### config.mk
export PLATFORM = sky130hd
export DESIGN_NAME = rss_hash_sel
export DESIGN_NICKNAME = d
export VERILOG_FILES = /design/src/rtl/rss_pkg.sv /design/src/rtl/rss_ctrl.sv /design/src/rtl/rss_dp.sv /design/src/rtl/rss_hash_sel.sv
export SDC_FILE = /design/constraint.sdc
export NUM_CORES = 2
export LEC_CHECK = 0
export CAP_MARGIN = 40
export CELL_PAD_IN_SITES_DETAIL_PLACEMENT = 1
export CELL_PAD_IN_SITES_GLOBAL_PLACEMENT = 2
export CORE_UTILIZATION = 45
export CTS_CLUSTER_SIZE = 30
export DETAILED_ROUTE_END_ITERATION = 10
export PLACE_DENSITY_LB_ADDON = 0.08
export SYNTH_ARGS = -nofsm -noshare
export SYNTH_HDL_FRONTEND = slang
export SYNTH_SLANG_ARGS = --single-unit
export TNS_END_PERCENT = 50
### constraint.sdc
create_clock -name clk -period 5.6 [get_ports clk]
set_input_delay 0.84 -clock clk [delete_from_list [all_inputs] [get_ports clk]]
set_output_delay 0.84 -clock clk [all_outputs]
set_load 0.01 [all_outputs]
### src/rtl/rss_pkg.sv
package rss_pkg;
  parameter int KEY_WORDS  = 10;
  parameter int KEY_IDX_W  = $clog2(KEY_WORDS);
  parameter int TBL_IDX_W  = 6;
  parameter int KEY_BITS   = 32 * KEY_WORDS;
  parameter int TBL_DEPTH  = 1 << TBL_IDX_W;

  typedef struct packed {
    logic                 keyWe;
    logic [KEY_IDX_W-1:0] keyIdx;
    logic                 tblWe;
    logic [TBL_IDX_W-1:0] tblIdx;
    logic                 restart;
    logic                 step;
    logic                 capture;
  } dpCtrlT;
endpackage

### src/rtl/rss_ctrl.sv
module rss_ctrl
  import rss_pkg::*;
#(
  parameter int ADDR_W = 8,
  parameter logic [ADDR_W-1:0] MODE_ADDR = 8'h30
) (
  input  logic              clk,
  input  logic              rstN,
  input  logic              regWe,
  input  logic [ADDR_W-1:0] regAddr,
  input  logic              modeBit,
  input  logic              inValid,
  input  logic              inStart,
  input  logic              inLast,
  output dpCtrlT            ctl,
  output logic              outValid
);
  localparam int REGION_W = ADDR_W - TBL_IDX_W;

  logic modeOn;
  logic keyHit, tblHit, modeHit;

  always_comb begin
    keyHit  = regWe && (regAddr[ADDR_W-1:TBL_IDX_W] == '0) && (regAddr[1:0] == 2'b00)
              && (32'(regAddr[TBL_IDX_W-1:2]) < KEY_WORDS);
    tblHit  = regWe && (regAddr[ADDR_W-1:TBL_IDX_W] == REGION_W'(1));
    modeHit = regWe && (regAddr == MODE_ADDR);

    ctl.keyWe   = keyHit;
    ctl.keyIdx  = KEY_IDX_W'(regAddr[TBL_IDX_W-1:2]);
    ctl.tblWe   = tblHit;
    ctl.tblIdx  = regAddr[TBL_IDX_W-1:0];
    ctl.step    = inValid;
    ctl.restart = inValid && inStart;
    ctl.capture = inValid && inLast && modeOn;
  end

  always_ff @(posedge clk) begin
    if (!rstN) begin
      modeOn   <= 1'b0;
      outValid <= 1'b0;
    end else begin
      if (modeHit) modeOn <= modeBit;
      outValid <= ctl.capture;
    end
  end
endmodule

### src/rtl/rss_dp.sv
module rss_dp
  import rss_pkg::*;
#(
  parameter int TAG_W = 4
) (
  input  logic             clk,
  input  logic             rstN,
  input  dpCtrlT           ctl,
  input  logic [31:0]      regWdata,
  input  logic [7:0]       inByte,
  output logic [31:0]      hashOut,
  output logic [TAG_W-1:0] tagOut
);
  logic [31:0]         keyReg [KEY_WORDS];
  logic [TAG_W-1:0]    tbl    [TBL_DEPTH];
  logic [KEY_BITS-1:0] keyFlat, keyShift, curKey;
  logic [31:0]         acc, nextAcc;

  // key byte 4k+i sits in bits [8i+7:8i] of word k; byte 0 lands at the top
  for (genvar k = 0; k < KEY_WORDS; k++) begin : g_word
    for (genvar i = 0; i < 4; i++) begin : g_byte
      assign keyFlat[KEY_BITS-1-8*(4*k+i) -: 8] = keyReg[k][8*i+7 -: 8];
    end
  end

  always_comb begin
    curKey  = ctl.restart ? keyFlat : keyShift;
    nextAcc = ctl.restart ? 32'h0 : acc;
    for (int j = 0; j < 8; j++) begin
      if (inByte[7-j]) nextAcc = nextAcc ^ curKey[KEY_BITS-1-j -: 32];
    end
  end

  always_ff @(posedge clk) begin
    if (!rstN) begin
      for (int k = 0; k < KEY_WORDS; k++) keyReg[k] <= '0;
      for (int t = 0; t < TBL_DEPTH; t++) tbl[t] <= '0;
      keyShift <= '0;
      acc      <= '0;
      hashOut  <= '0;
      tagOut   <= '0;
    end else begin
      if (ctl.keyWe) keyReg[ctl.keyIdx] <= regWdata;
      if (ctl.tblWe) tbl[ctl.tblIdx] <= regWdata[TAG_W-1:0];
      if (ctl.step) begin
        acc      <= nextAcc;
        keyShift <= curKey << 8;
      end
      if (ctl.capture) begin
        hashOut <= nextAcc;
        tagOut  <= tbl[nextAcc[TBL_IDX_W-1:0]];
      end
    end
  end
endmodule

### src/rtl/rss_hash_sel.sv
module rss_hash_sel
  import rss_pkg::*;
#(
  parameter int TAG_W  = 4,
  parameter int ADDR_W = 8
) (
  input  logic              clk,
  input  logic              rstN,
  input  logic              regWe,
  input  logic [ADDR_W-1:0] regAddr,
  input  logic [31:0]       regWdata,
  input  logic              inValid,
  input  logic              inStart,
  input  logic              inLast,
  input  logic [7:0]        inByte,
  output logic              outValid,
  output logic [31:0]       hashOut,
  output logic [TAG_W-1:0]  tagOut
);
  dpCtrlT ctl;

  rss_ctrl #(.ADDR_W(ADDR_W)) u_ctrl (
    .clk(clk), .rstN(rstN), .regWe(regWe), .regAddr(regAddr),
    .modeBit(regWdata[0]), .inValid(inValid), .inStart(inStart),
    .inLast(inLast), .ctl(ctl), .outValid(outValid)
  );

  rss_dp #(.TAG_W(TAG_W)) u_dp (
    .clk(clk), .rstN(rstN), .ctl(ctl), .regWdata(regWdata),
    .inByte(inByte), .hashOut(hashOut), .tagOut(tagOut)
  );
endmodule

==> impl_results.md <==
* Final total power at 18100 uW
* Hold Vio Cnt, Final at 0
* First-pass GRT wire length at 204000 um
* Initial antenna violation count at 13
* Highest clock rate at roughly 0.23 GHz
* PwrDens at 364 nW/um2
* Synth top area cells: edfxtp_1, dfxtp_1, mux2i_1
* Worst Setup End Kind: register
* Leakage power at about 0.02 uW
* Cts repair resizes at 0
* Relative slew slack at 24.6%
* Fin Hold WS at roughly 460 ps
* Top_reg_cell synth: edfxtp_1
* Vias per inst at approximately 5.8
* Largest area contributor in the netlist: edfxtp_1
* Mapped Area at about 44000 um2
* Final worst path period share at about 77%
* Total CTS buffers at 104
* Post-route ant nets at 0
* Synth async-reset ratio at 0%
* WS Path Type: in -> reg
* Cells after Synth at between 4000 and 5000
* Yosys warns at 0
* Worst clock skew at around 18 ps
* EDFF count, synth at ~580
* CP startpoint kind: input port
* Placed inst area at about 46000 um2
* Met3 Use GR at under 10%
* Max-slew violations at 0
* Die Y at approximately 320 um
* Comb pwr share at between 10% and 20%
* Multi-input gate area at between 15000 and 20000 um2
* CP required at between 6000 and 7000 ps
* Vias in the first global route at 31751
* CP Buf/Inv Count at 2
* Worst-Skew Late Latency at approximately 700 ps
* Drt drc at 0
* Critical-path cell list: clkdlybuf4s50_1 -> nand2_1 -> xnor2_1 -> a211o_1 -> a21oi_1 -> xor2_4 -> buf_4 -> mux4_2 -> a22oi_1 -> o21ai_0 -> nor4_1 -> nor3_2
* CP peak stage delay at 820 ps
* Worst Path Max Fanout at 23
* Initial Utilization at 45.7%
* Port-buffer cells at 90
* Die area at roughly 100000 um2
* Worst-path clk slew at approximately 60 ps
* Hold WC Path Type: reg -> reg
* Mapped Avg Cell Area at roughly 11 um2
* Clock power frac at 37.6%
* Final min period at about 4300 ps
* Reg area at ~25000 um2
* Die Wd at ~320 um
* Core Area at 97100 um2
* Post-CTS Setup Inserts at 0
* Status: completed
* Rows at about 110
* Internal power at about 13000 uW
* Drt pass-1 iters at 5
* Routed vias at 31317
* GRT Util Overall at a little over a quarter
* Clk sinks at 958
* Max Cap Viol at 0
* Global route hottest layer: met2
* DP Wirelength at around 85000 um
* Syn_nets at 4200
* Root buffer cell: clkbuf_16
* Distinct cells, synth at 70
* Share of cells above drive strength 1 at roughly 8.5%
* Drt wl/cell at between 20 and 25 um
* RSZ-0062 raised after global routing: false
* I/O pins at 91
* Tightest Pin Transition at between 1000 and 1500 ps
* Delay-heaviest family, CP: buffers and inverters
* Psw at approximately 5000 uW
* 1st-iter DRT viols at about 2600
* Commonest non-fill, non-tap cells in the layout: edfxtp_1, nand2_1, nor2_1
* Flops & latches, synth at around 960
* Setup TNS at 0 ps
* Nets at between 4000 and 5000
* Critical Path AT at between 4000 and 5000 ps
* CTS Buffer Depth at 3
* Hold_buf cts at 0
* Worst vdd ir at approximately 0.27 mV
* Max H-tree Level at 3
* Layout area overhead at 12.3%
* Sw Share at about 28%
* GRT overflow at 0
* Slowest stage cell on the critical path: clkdlybuf4s50_1
* Synth top area share at around two fifths
* TritonCTS clock tree: built
* Seq/Total Area, Yosys at 56.2%
* Routed Wire Length at 135000 um
* Final setup fails at 0
* Met1 Resource Use GR at 38.7%
* Most common cell after layout, fill and taps aside: edfxtp_1
* Design area at 49900 um2
* Filler cells at between 10000 and 15000
* GRT met2 Usage at 44.0%
* GPL Wtd Cong at 0.846
* Pin count of the biggest net entering global routing at ~220
* Sequential fraction of design power at 45.0%
==> Yosys cell counts, drive strengths merged (47+ instances only) <==
| master | count |
|---|---|
| dfxtp | 382 |
| nand2 | 579 |
| and2 | 56 |
| nor2 | 518 |
| edfxtp | 576 |
| clkbuf | 294 |
| a21oi | 50 |
| xor2 | 50 |
| a211oi | 294 |
| xnor2 | 193 |
| and3 | 391 |
| mux2i | 373 |
| buf | 74 |
| o21ai | 47 |
==> through the flow <==
stage	cells	utilization [%]	setup slack, ps
floorplan	4146	-	1850
global route	5433	51.3	1080
finish	5437	51.3	1300
CTS	5433	51.3	1350
detailed placement	5237	47.8	628
global placement	5224	47.5	674
==> worst register-to-register path, delay by kind of cell, from the launching register on <==
family | cells | cell delay (ps)
xor gates and xnor gates | 3 | 1430
AOI/OAI and AO/OA | 4 | 980
DFF | 1 | 510
buffers and inverters | 1 | 350
and+or+nand+nor | 2 | 340
muxes | 1 | 310
==> registers in the layout (all words and copies together) (netlist names) <==
name,cells
u_ctrl.modeOn,1
u_dp.acc,32
u_ctrl.outValid,1
u_dp.hashOut,32
u_dp.tagOut,4
u_dp.tbl,256
u_dp.keyShift,312
u_dp.keyReg,320
==> final cells by class <==
class	count	share of cell area (%)
inverters	42	0.331
repair buffers	183	3.76
clock buffers	147	6.03
clock inverters	49	0.780
diodes	4	0.0201
multi-input cells	2778	35.8
well taps	1276	3.20
flip-flops and latches	958	50.0
==> power by group through the flow <==
stage / clock network (uW) / logic [uW] / registers [uW]
CTS: 6940 / 3200 / 8160
detailed placement: 0 / 3180 / 8300
global route: 7190 / 3440 / 8190
finish: 6820 / 3170 / 8160
floorplan: 0 / 2370 / 8190
global placement: 0 / 3070 / 8300
==> layer usage <==
layer | vias to the layer above | part of all wire [%]
met5 | - | 0
met4 | 0 | 1.9
met3 | 151 | 4.7
met2 | 667 | 47
met1 | 15968 | 46
li1 | 14531 | -
==> worst paths after layout <==
kind                              startpoint                       endpoint  slack [ps]  depth (start not counted)
max                                inByte[0]    u_dp.tagOut[0]$_SDFFE_PN0P_        1300                         12
min            u_dp.hashOut[15]$_SDFFE_PN0P_  u_dp.hashOut[15]$_SDFFE_PN0P_         460                          2
max reg2reg  u_dp.keyShift[287]$_SDFFE_PN0P_    u_dp.tagOut[0]$_SDFFE_PN0P_        1510                         11
min reg2reg    u_dp.hashOut[15]$_SDFFE_PN0P_  u_dp.hashOut[15]$_SDFFE_PN0P_         460                          2
==> kinds of logic after synthesis <==
family	after synthesis	synth area share [%]
DFF	958	56.2
buffers and inverters	410	3.78
AOI/OAI and AO/OA	466	7.44
xor gates and xnor gates	248	5.11
muxes	422	10.5
and+or+nand+nor	1642	17.0
Note: power is estimated with default switching activity, not from simulation.
